==> config.mk <==
export PLATFORM = sky130hd
export DESIGN_NAME = srl_sext_reg
export DESIGN_NICKNAME = d
export VERILOG_FILES = /design/src/rtl/srl_pkg.sv /design/src/rtl/srl_rst_sync.sv /design/src/rtl/srl_mode_dec.sv /design/src/rtl/srl_ser_mux.sv /design/src/rtl/srl_next.sv /design/src/rtl/srl_sext_reg.sv
export SDC_FILE = /design/constraint.sdc
export NUM_CORES = 1
export LEC_CHECK = 0
export BUFFER_PORTS_ARGS = -buffer_cell sky130_fd_sc_hd__buf_2
export CAP_MARGIN = 30
export CORE_AREA = 3 3 40 42
export DETAILED_ROUTE_END_ITERATION = 8
export DIE_AREA = 0 0 43 45
export GPL_TIMING_DRIVEN = 0
export PLACE_DENSITY = 0.69
export SETUP_SLACK_MARGIN = 0.1
export SLEW_MARGIN = 20
export SYNTH_ARGS = -nofsm -noshare
export SYNTH_HDL_FRONTEND = slang
export SYNTH_SLANG_ARGS = --single-unit
==> constraint.sdc <==
create_clock -name clk -period 1.7 [get_ports clk]
set_input_delay 0.34 -clock clk [delete_from_list [all_inputs] [get_ports clk]]
set_output_delay 0.34 -clock clk [all_outputs]
set_load 0.01 [all_outputs]
==> src/rtl/srl_pkg.sv <==
package srl_pkg;

    typedef enum logic [1:0] {
        MODE_HOLD       = 2'd0,
        MODE_LOAD       = 2'd1,
        MODE_SHIFT_SER  = 2'd2,
        MODE_SHIFT_SIGN = 2'd3
    } srl_mode_e;

endpackage

==> src/rtl/srl_rst_sync.sv <==
module srl_rst_sync #(
    parameter int STAGES = 2
) (
    input  logic clk,
    input  logic rst_n,
    output logic rst_sync_n
);
    logic [STAGES-1:0] chain_q;

    always_ff @(posedge clk or negedge rst_n) begin
        if (!rst_n) chain_q <= '0;
        else        chain_q <= {chain_q[STAGES-2:0], 1'b1};
    end

    assign rst_sync_n = chain_q[STAGES-1];
endmodule

==> src/rtl/srl_mode_dec.sv <==
module srl_mode_dec
    import srl_pkg::*;
(
    input  logic      en_n,
    input  logic      shift_nload,
    input  logic      ser_en,
    input  logic      drv_n,
    output srl_mode_e mode,
    output logic      bus_drive
);
    always_comb begin
        if (en_n)             mode = MODE_HOLD;
        else if (!shift_nload) mode = MODE_LOAD;
        else if (ser_en)      mode = MODE_SHIFT_SER;
        else                  mode = MODE_SHIFT_SIGN;
        bus_drive = !drv_n && (mode != MODE_LOAD);
    end
endmodule

==> src/rtl/srl_ser_mux.sv <==
module srl_ser_mux #(
    parameter int SRC_N = 2,
    localparam int SEL_W = (SRC_N > 1) ? $clog2(SRC_N) : 1
) (
    input  logic [SRC_N-1:0] src,
    input  logic [SEL_W-1:0] sel,
    output logic             bit_o
);
    generate
        if (SRC_N == 1) begin : g_single
            logic unused_sel;
            assign unused_sel = |sel;
            assign bit_o = src[0];
        end else begin : g_multi
            always_comb begin
                bit_o = 1'b0;
                for (int i = 0; i < SRC_N; i++) begin
                    if (sel == SEL_W'(i)) bit_o = src[i];
                end
            end
        end
    endgenerate
endmodule

==> src/rtl/srl_next.sv <==
module srl_next
    import srl_pkg::*;
#(
    parameter int WIDTH = 8
) (
    input  srl_mode_e        mode,
    input  logic [WIDTH-1:0] cur,
    input  logic [WIDTH-1:0] par_in,
    input  logic             ser_bit,
    output logic [WIDTH-1:0] nxt
);
    always_comb begin
        unique case (mode)
            MODE_LOAD:       nxt = par_in;
            MODE_SHIFT_SER:  nxt = {cur[WIDTH-2:0], ser_bit};
            MODE_SHIFT_SIGN: nxt = {cur[WIDTH-2:0], cur[0]};
            default:         nxt = cur;
        endcase
    end
endmodule

==> src/rtl/srl_sext_reg.sv <==
module srl_sext_reg
    import srl_pkg::*;
#(
    parameter int WIDTH       = 8,
    parameter int SYNC_STAGES = 2
) (
    input  logic             clk,
    input  logic             rst_n,
    input  logic             en_n,
    input  logic             shift_nload,
    input  logic             ser_en,
    input  logic             ser_sel,
    input  logic             ser_a,
    input  logic             ser_b,
    input  logic             drv_n,
    input  logic [WIDTH-1:0] io_in,
    output logic [WIDTH-1:0] io_out,
    output logic             io_oe,
    output logic             ser_out
);
    typedef struct packed {
        logic [WIDTH-1:0] data;
    } state_t;

    state_t    st_d, st_q;
    srl_mode_e mode;
    logic      bus_drive;
    logic      ser_bit;
    logic      core_rst_n;
    logic [WIDTH-1:0] nxt;

    srl_rst_sync #(.STAGES(SYNC_STAGES)) u_sync (
        .clk        (clk),
        .rst_n      (rst_n),
        .rst_sync_n (core_rst_n)
    );

    srl_mode_dec u_dec (
        .en_n        (en_n),
        .shift_nload (shift_nload),
        .ser_en      (ser_en),
        .drv_n       (drv_n),
        .mode        (mode),
        .bus_drive   (bus_drive)
    );

    srl_ser_mux #(.SRC_N(2)) u_mux (
        .src   ({ser_b, ser_a}),
        .sel   (ser_sel),
        .bit_o (ser_bit)
    );

    srl_next #(.WIDTH(WIDTH)) u_next (
        .mode    (mode),
        .cur     (st_q.data),
        .par_in  (io_in),
        .ser_bit (ser_bit),
        .nxt     (nxt)
    );

    always_comb begin
        st_d      = st_q;
        st_d.data = nxt;
    end

    always_ff @(posedge clk or negedge core_rst_n) begin
        if (!core_rst_n) st_q <= '0;
        else             st_q <= st_d;
    end

    assign io_out  = st_q.data;
    assign io_oe   = bus_drive;
    assign ser_out = st_q.data[WIDTH-1];
endmodule


==> Word level (Yosys, flattened, before mapping) <==
Index checks and enable logic that the tools add are counted.
{ "totals": {"reg_bits": 10, "inputBits": 17, "wordCells": 18} }
{ "classes": {"n_eq_ne": 4, "n_mux": 5, "bitwise_logic": 1, "n_reduce_logical": 5} }
{ "ops": {"columns": ["operator", "n"], "rows": [
  ["8-bit one-hot mux with 3 select lines", 1],
  ["2-bit equality test (second input constant)", 2],
  ["2-bit two-way mux", 2],
  ["3-bit nonzero test", 1],
  ["2-bit by 1-bit equality test with 1-bit output (second input constant)", 1],
  ["1-bit two-way mux", 2],
  ["2-bit by 1-bit inequality test with 1-bit output (second input constant)", 1],
  ["2-bit AND reduction", 1],
  ["2-bit nonzero test", 1],
  ["1-bit logical AND", 1],
  ["1-bit logical NOT", 1],
  ["1-bit inverter", 1]
]} }

==> Logic depth before layout (Yosys ltp) <==
Gate-level depths: netlist of run 1.
{ "logic_depth": {"depth_word": 6, "ltp_mapped": 7} }

==> Modules after synthesis <==
Synthesis of run 1 repeated with hierarchy kept, for this count alone.
{ "hier_totals": {"cells_unflattened": 42, "hier_area_um2": 486.7} }
{ "by_module_without_submodules": {"columns": ["module", "instances", "cells_each", "area_each_um2", "seq_area_each_um2"], "rows": [
  ["srl_sext_reg", 1, 9, 207.7, 200.2],
  ["srl_next", 1, 26, 188.9, 0.0],
  ["srl_rst_sync", 1, 3, 53.8, 50.0],
  ["srl_mode_dec", 1, 3, 21.3, 0.0],
  ["srl_ser_mux", 1, 1, 15.0, 0.0]
]} }

==> Worst setup path before layout of run 1 <==
No wires, ideal clock.
{ "synth_timing": {"kind": "input-to-reg", "start": "input shift_nload", "end": "register st_q, in the netlist io_out[3]", "setup_time_ps": 126, "arrival_time_ps": 1396, "required_ps": 1574, "path_slack_ps": 178, "stages": 7, "path_buffers": 1, "cell_sequence": "buf_4 -> a21oi_1 -> inv_1 -> ha_1 -> nor2_1 -> nor2_4 -> a221o_1"} }
{ "synth_via": {"elab_chain_len": 4} }
{ "synth_lines": {"columns": ["item", "line", "text"], "rows": [
  ["from (decl)", "srl_sext_reg.sv:10", "input logic shift_nload,"],
  ["2-bit two-way mux (*)", "srl_mode_dec.sv:13", "else if (!shift_nload) mode = MODE_LOAD;"],
  ["2-bit two-way mux (*)", "srl_mode_dec.sv:12", "if (en_n) mode = MODE_HOLD;"],
  ["2-bit equality test / 2-bit by 1-bit equality test with 1-bit output (equally long branches)", "srl_next.sv:13", "unique case (mode)"],
  ["8-bit one-hot mux with 3 select lines / 3-bit nonzero test (equally long branches)", null, null],
  ["to (signal assigned)", "srl_sext_reg.sv:68", "else st_q <= st_d;"],
  ["to (decl)", "srl_sext_reg.sv:25", "state_t st_d, st_q;"]
]} }
Every way passes the cells marked *; elsewhere a longest branch is shown, timed or not.
A chain may end at the register's enable or synchronous reset.

==> Worst setup path in the final report of run 1 <==
{ "layout_timing": {"start": "input en_n", "end": "register st_q, in the netlist io_out[3]"} }
{ "layout_via": {"elab_chain_len": 3} }
{ "layout_lines": {"columns": ["item", "line", "text"], "rows": [
  ["from (decl)", "srl_sext_reg.sv:9", "input logic en_n,"],
  ["2-bit two-way mux (*)", "srl_mode_dec.sv:12", null],
  ["2-bit equality test / 2-bit by 1-bit equality test with 1-bit output (equally long branches)", "srl_next.sv:13", null],
  ["8-bit one-hot mux with 3 select lines / 3-bit nonzero test (equally long branches)", null, null]
]} }
Marks and branches as above.

==> results of run 1 <==
where the power goes:
part | switching [mW] | internal (mW)
combinational | 0.0539 | 0.0642
sequential | 0.0192 | 0.261
clock | 0.0698 | 0.0812
Yosys cell counts:
master | instances | area share, %
conb_1 | 1 | 0.75
nor2_4 | 1 | 2.2
nor2_1 | 4 | 3.0
a21o_1 | 2 | 3.0
mux2_2 | 1 | 2.2
dfrtp_1 | 10 | 50
a21oi_1 | 1 | 1.0
buf_2 | 1 | 1.0
a22o_2 | 2 | 4.0
inv_1 | 2 | 1.5
nand2_1 | 1 | 0.75
a221o_1 | 5 | 10
ha_1 | 2 | 5.0
nand2b_4 | 1 | 2.7
buf_4 | 2 | 3.0
a31oi_1 | 1 | 1.3
nor3b_1 | 5 | 7.5
nand3_1 | 1 | 1.0
area by class of cell:
type	count	area (um^2)
fill	120	605.6
sequential	10	250.2
multi-input combinational	28	225.2
timing repair buffer	26	135.1
clock buffer	3	22.52
buffer	3	20.02
tap	15	18.77
inverter	2	7.507
worst register-to-register path: stages, from the launching register on:
cell and delay [ps]:
dfrtp_1 400, a22o_2 240, a21o_1 150
logic make-up after synthesis:
kind of cell | Yosys count | synth area share, %
compound gates | 11 | 19.25
fa+ha+maj | 2 | 4.999
buf+inv | 5 | 5.499
flops | 10 | 50.00
mux | 1 | 2.250
other cells | 1 | 0.7493
simple gates | 13 | 17.25
state kept, by name, summed over array words and instances, names as in the netlist:
signal          flops
io_out              8
u_sync.chain_q      2
path summary, 6_finish.rpt:
path | startpoint | end | slack, ps | depth (start not counted)
min in group clk | io_in[0] | io_out[0] | 340 | 3
min | u_sync.chain_q[1] | io_out[4] | 130 | 0
min reg2reg | u_sync.chain_q[1] | io_out[4] | 130 | 0
max | en_n | io_out[3] | 210 | 8
max reg2reg | io_out[6] | io_out[6] | 810 | 2
max in group asynchronous | rst_n | u_sync.chain_q[1] | 1210 | 2
metrics by stage:
stage | utilization, % | std cells
after floorplan | - | 43
after global routing | 52.87 | 87
after global placement | 50.15 | 83
final | 52.87 | 87
after CTS | 52.68 | 87
after detailed placement | 50.15 | 83
what timing repair did:
| action | CTS | global route |
|---|---|---|
| setup endpoints to repair | 0 | 5 |
| resized for setup | 0 | 1 |
| hold buffers | 1 | 0 |
| endpoints found under the hold margin | 2 | 0 |
per-layer routing:
metal,up-vias,GRT usage [%]
met5,-,0
met4,0,3.614
met3,0,7.968
met2,18,20.06
met1,188,14.43
li1,217,-
==> impl_results.md, run 1 <==
* DRC errors left at 0
* Final #Nets at between 90 and 100
* Post-synthesis sequential area ratio at 50.00%
* Critical path capture point type: flop
* Mapped Cells at between 40 and 50
* Number of global-route vias before repair at between 400 and 500
* Die width at 43 um
* Yosys cell types at 18
* F_max at approximately 0.67 GHz
* CTS sink cnt at 10
* Max layer used: met3
* Share of cells above drive strength 1 at 51.39%
* GP Congestion at 0.7147
* Die Ht at 45 um
* Vias at ~420
* Crit-path leading delay family: compound AO/OA/AOI/OAI gates
* ANT cells at 0
* Detailed Route WL at 1.088 mm
* Global-route wire length before repair at 1.794 mm
* Final WS setup at 206.8 ps
* Peak VDD IR at 465.9 uV
* Synth warn at 0
* Io pins at 27
* Power Total at 549.4 uW
* Buf/Inv on CP at 3
* # rows at 13
* Antenna violations before repair at 0
* Status: completed
* Fin crit share at between 80 and 90%
* DIE AREA at 1935 um^2
* MaxCap Viol Count at 0
* Hpwl dp at 859 um
* Tot GR Track Use at about an eighth
* Setup violators final at 0
* Syn avg cell area at 11.64 um^2
* DR pass1 iterations at 2
* Design Area, Final at 679.4 um^2
* CTS root buffer: clkbuf_4
* Core Box Area at 1285 um^2
* Cells along the critical path: buf_2 -> buf_2 -> a21oi_1 -> inv_1 -> ha_1 -> nor2_2 -> nor2_4 -> a221o_1
* WL met3 at approximately 130 um
* CTS H-tree depth at 1
* Post-route ant nets at 0
* Hold crit path type: reg -> async
* Setup_tns at 0 ps
* WL/cell at around 13 um
* Worst stage delay on the critical path at 290 ps
* Synth-to-Final Area Change at 35.75%
* CTS buffer count at 3
* Crit-path slowest cell: a221o_1
* Crit path DAT at 1630 ps
* Critical Path Fanout Max at 10
* CTS tree: built
* Drt via density at 4.862
* CP most frequent cell: buf_2
* Synthesized flop and latch total at 10
* CP startpoint kind: input port
* Syn Nets at 62
* Place WS at -101.7 ps
* Leakage at 0.3722 nW
* Max Slew Vio Count at 0
* CP required at between 1500 and 2000 ps
* Clock transition at path regs at 60 ps
* PwrDens at 808.7 nW/um^2
* Post-CTS Setup Bufs at 0
* Min Tclk post-route at 1493 ps
* Clock skew at 2.226 ps
* Grt ovf at 0
* Max Root-Sink Buffers at 2
* Unrepaired setup endpoints after global routing: false
* Placed standard-cell area at 644.4 um^2
* M1 wire length at 451 um
* Port Buffers at 25
* Initial core utilization at between 30% and 40%
* Commonest non-fill, non-tap cell in the layout: buf_2
* Most frequent cells in the layout: buf_2 (26), dfrtp_1 (10), nor3b_1 (5), a221o_1 (5)
* Crit path kind: in -> reg
* Worst hold slack at 129.0 ps
* WL met2 at 510 um
* Hold Vio Cnt, Final at 0
* Mapped Area at 500.5 um^2
* Pin count of the biggest net entering global routing at 11
* Initial DRC count at 1
* Worst-Skew Late Latency at 250 ps
Power figures use the tool's default switching activity.
==> run 2: changes to the inputs <==
--- a/config.mk
+++ b/config.mk
@@ -5,13 +5,14 @@
 export SDC_FILE = /design/constraint.sdc
 export NUM_CORES = 1
 export LEC_CHECK = 0
+export ABC_AREA = 1
 export BUFFER_PORTS_ARGS = -buffer_cell sky130_fd_sc_hd__buf_2
 export CAP_MARGIN = 30
-export CORE_AREA = 3 3 40 42
+export CORE_MARGIN = 3
+export CORE_UTILIZATION = 40
 export DETAILED_ROUTE_END_ITERATION = 8
-export DIE_AREA = 0 0 43 45
 export GPL_TIMING_DRIVEN = 0
-export PLACE_DENSITY = 0.69
+export PLACE_DENSITY = 0.72
 export SETUP_SLACK_MARGIN = 0.1
 export SLEW_MARGIN = 20
 export SYNTH_ARGS = -nofsm -noshare
==> impl_results.md, run 2 <==
* Mapped Cells at 65
* Clock transition at path regs at about 60 ps
* Seq pwr share at 50.2%
* Pin count of the biggest net entering global routing at 11
* PwrDens at ~790 nW/um^2
* Antenna violations before repair at 0
* Critical Path Fanout Max at 3
* # rows at 12
* P_int at 398.8 uW
* Clock power share at 28.3%
* Buf/Inv on CP at 2
* DR pass1 iterations at 4
* Final WS setup at 443.7 ps
* Status: completed
* Syn Nets at 84
* Hold Vio Cnt, Final at 0
* F_max at a little under 0.8 GHz
* Crit path kind: reg -> out
* Worst-Skew Late Latency at 270 ps
* Mapped Area at 534.3 um^2
* Synth-to-Final Area Change at 32.79%
* Crit-path leading delay family: flip-flops
* Io pins at 27
* Post-route ant nets at 0
* Combinational power share at 21.5%
* Hold crit path type: reg -> async
* # resized after CTS at 0
* Power Total at 558.5 uW
* Final #Nets at 115
* Leakage at 0.4151 nW
* Worst hold slack at 127.6 ps
* Max reg flops at 8
* Clock skew at approximately 4.8 ps
* CTS buffer count at 3
* Setup_tns at 0 ps
* Synthesized flop and latch total at 10
* Drt via density at 4.759
* Switching pwr at 159.7 uW
* Port Buffers at 25
* Asr flop ratio synth at 100.0%
* CP startpoint kind: flop
* Crit path DAT at 920 ps
* Max Slew Vio Count at 0
* Yosys cell types at 14
* Number of synthesized flops with an enable pin at 0
* Cell taking the most area after synthesis: dfrtp_1
* CTS sink cnt at 10
* Place WS at roughly 190 ps
* Initial core utilization at 45.62%
* Initial DRC count at 15
* Commonest non-fill, non-tap cell in the layout: buf_2
* Area share of the largest cell type after synthesis at 46.84%
* DIE AREA at 1810 um^2
* Max Root-Sink Buffers at 2
* Most frequent cells in the layout: buf_2 (25), nand2_1 (19), nand3_1 (14)
* WL/cell at 11.33 um
* Die Ht at between 40 and 50 um
* Share of cells above drive strength 1 at 36.17%
* CP required at 1360 ps
* Syn avg cell area at 8.219 um^2
* Die width at 42.55 um
* Global-route wire length before repair at 1.918 mm
* CTS root buffer: clkbuf_4
* MaxCap Viol Count at 0
* Vias at a little over 500
* CTS H-tree depth at 1
* Hpwl dp at approximately 970 um
* Cells along the critical path: buf_4 -> buf_2
* Grt ovf at 0
* Post-synthesis sequential area ratio at 46.84%
* Top-count cell post-synth: nand2_1
* Setup violators final at 0
* CTS tree: built
* Core Box Area at 1171 um^2
* Detailed Route WL at about 1.2 mm
* Number of global-route vias before repair at ~460
* Synth warn at 0
* # fillers at roughly 110
* Crit-path slowest cell: dfrtp_1
* Tot GR Track Use at 14.77%
* Synth area leaders: dfrtp_1 (47%), nand2_1 (13%), nand3_1 (13%), ha_1 (4.7%), inv_1 (4.2%)
* GP Congestion at between 0.7 and 0.8
* Commonest cells post-synth: nand2_1 (19), nand3_1 (14), dfrtp_1 (10), inv_1 (6), nor2_1 (5)
* Peak VDD IR at 427.1 uV
* Critical path capture point type: output pin
* Unrepaired setup endpoints after global routing: false
* Switch share at 28.60%
* Min Tclk post-route at roughly 1300 ps
* Synth Flop Type: dfrtp_1
* DRC errors left at 0
* ANT cells at 0
* Fin crit share at 73.90%
* Worst stage delay on the critical path at 390 ps
==> run 2: final cells by class <==
cell class | count | area (um^2) | share of cell area [%]
sequential | 10 | 250.2 | 35.27
clock buffer | 3 | 22.52 | 3.175
inverter | 7 | 33.78 | 4.762
multi-input combinational | 46 | 231.5 | 32.63
buffer | 2 | 18.77 | 2.646
timing repair buffer | 26 | 135.1 | 19.05
tap | 14 | 17.52 | 2.469
==> run 2: worst reg2reg max path: stages (launching register included) <==
cell and delay, ps:
dfrtp_1 400, nand2_1 80, nand3_1 80
==> run 2: routing by layer <==
layer  vias up  wire (um)  global-route usage [%]
met5         -          0                       0
met4         0         19                   7.453
met3         4         88                   7.296
met2        20        638                   26.14
met1       229        477                   13.76
li1        261          -                       -
==> run 2: power groups by stage <==
| stage | Sequential [mW] | Combinational [mW] | Clock [mW] |
|---|---|---|---|
| 3_5_place_dp | 0.285 | 0.119 | 0 |
| 3_3_place_gp | 0.284 | 0.116 | 0 |
| 6_report | 0.280 | 0.120 | 0.158 |
| 5_1_grt | 0.284 | 0.132 | 0.179 |
| 4_1_cts | 0.281 | 0.121 | 0.161 |
| 2_1_floorplan | 0.293 | 0.0555 | 0 |
==> run 2: cells by family (layout without fill, tap and decap cells) <==
logic type / count (synthesis) / count (layout) / share of synthesized area [%]
compound gates: 2 / 2 / 1.874
fa+ha+maj: 2 / 2 / 4.683
buf+inv: 9 / 38 / 9.836
flops: 10 / 10 / 46.84
other cells: 1 / 1 / 0.7019
simple gates: 41 / 41 / 36.07
==> run 2: repair_timing <==
action / CTS / global route
hold endpoints to repair: 2 / 0
buffers inserted: 0 / 0
hold buffers: 1 / 0
endpoints found under the setup margin: 0 / 0
==> run 2: stage by stage <==
| step | cells | area (um^2) | utilization [%] |
|---|---|---|---|
| 5_1_grt | 108 | 709.4 | 60.58 |
| 6_report | 108 | 709.4 | 60.58 |
| 3_5_place_dp | 104 | 676.9 | 57.80 |
| 3_3_place_gp | 104 | 676.9 | 57.80 |
| 4_1_cts | 108 | 709.4 | 60.58 |
| 2_1_floorplan | 65 | 534.3 | - |
==> run 2: final timing paths <==
| path | startpoint | end | slack (ps) | cells after the start |
|---|---|---|---|---|
| worst max-delay path | io_out[7] | io_out[7] | 440 | 2 |
| worst min-delay path | u_sync.chain_q[1] | io_out[6] | 130 | 0 |
| worst max register to register | io_out[5] | io_out[5] | 1030 | 2 |
| worst min register to register | u_sync.chain_q[1] | io_out[6] | 130 | 0 |
| max in group asynchronous | rst_n | u_sync.chain_q[1] | 1220 | 2 |
| min in group clk | io_in[4] | io_out[4] | 320 | 3 |
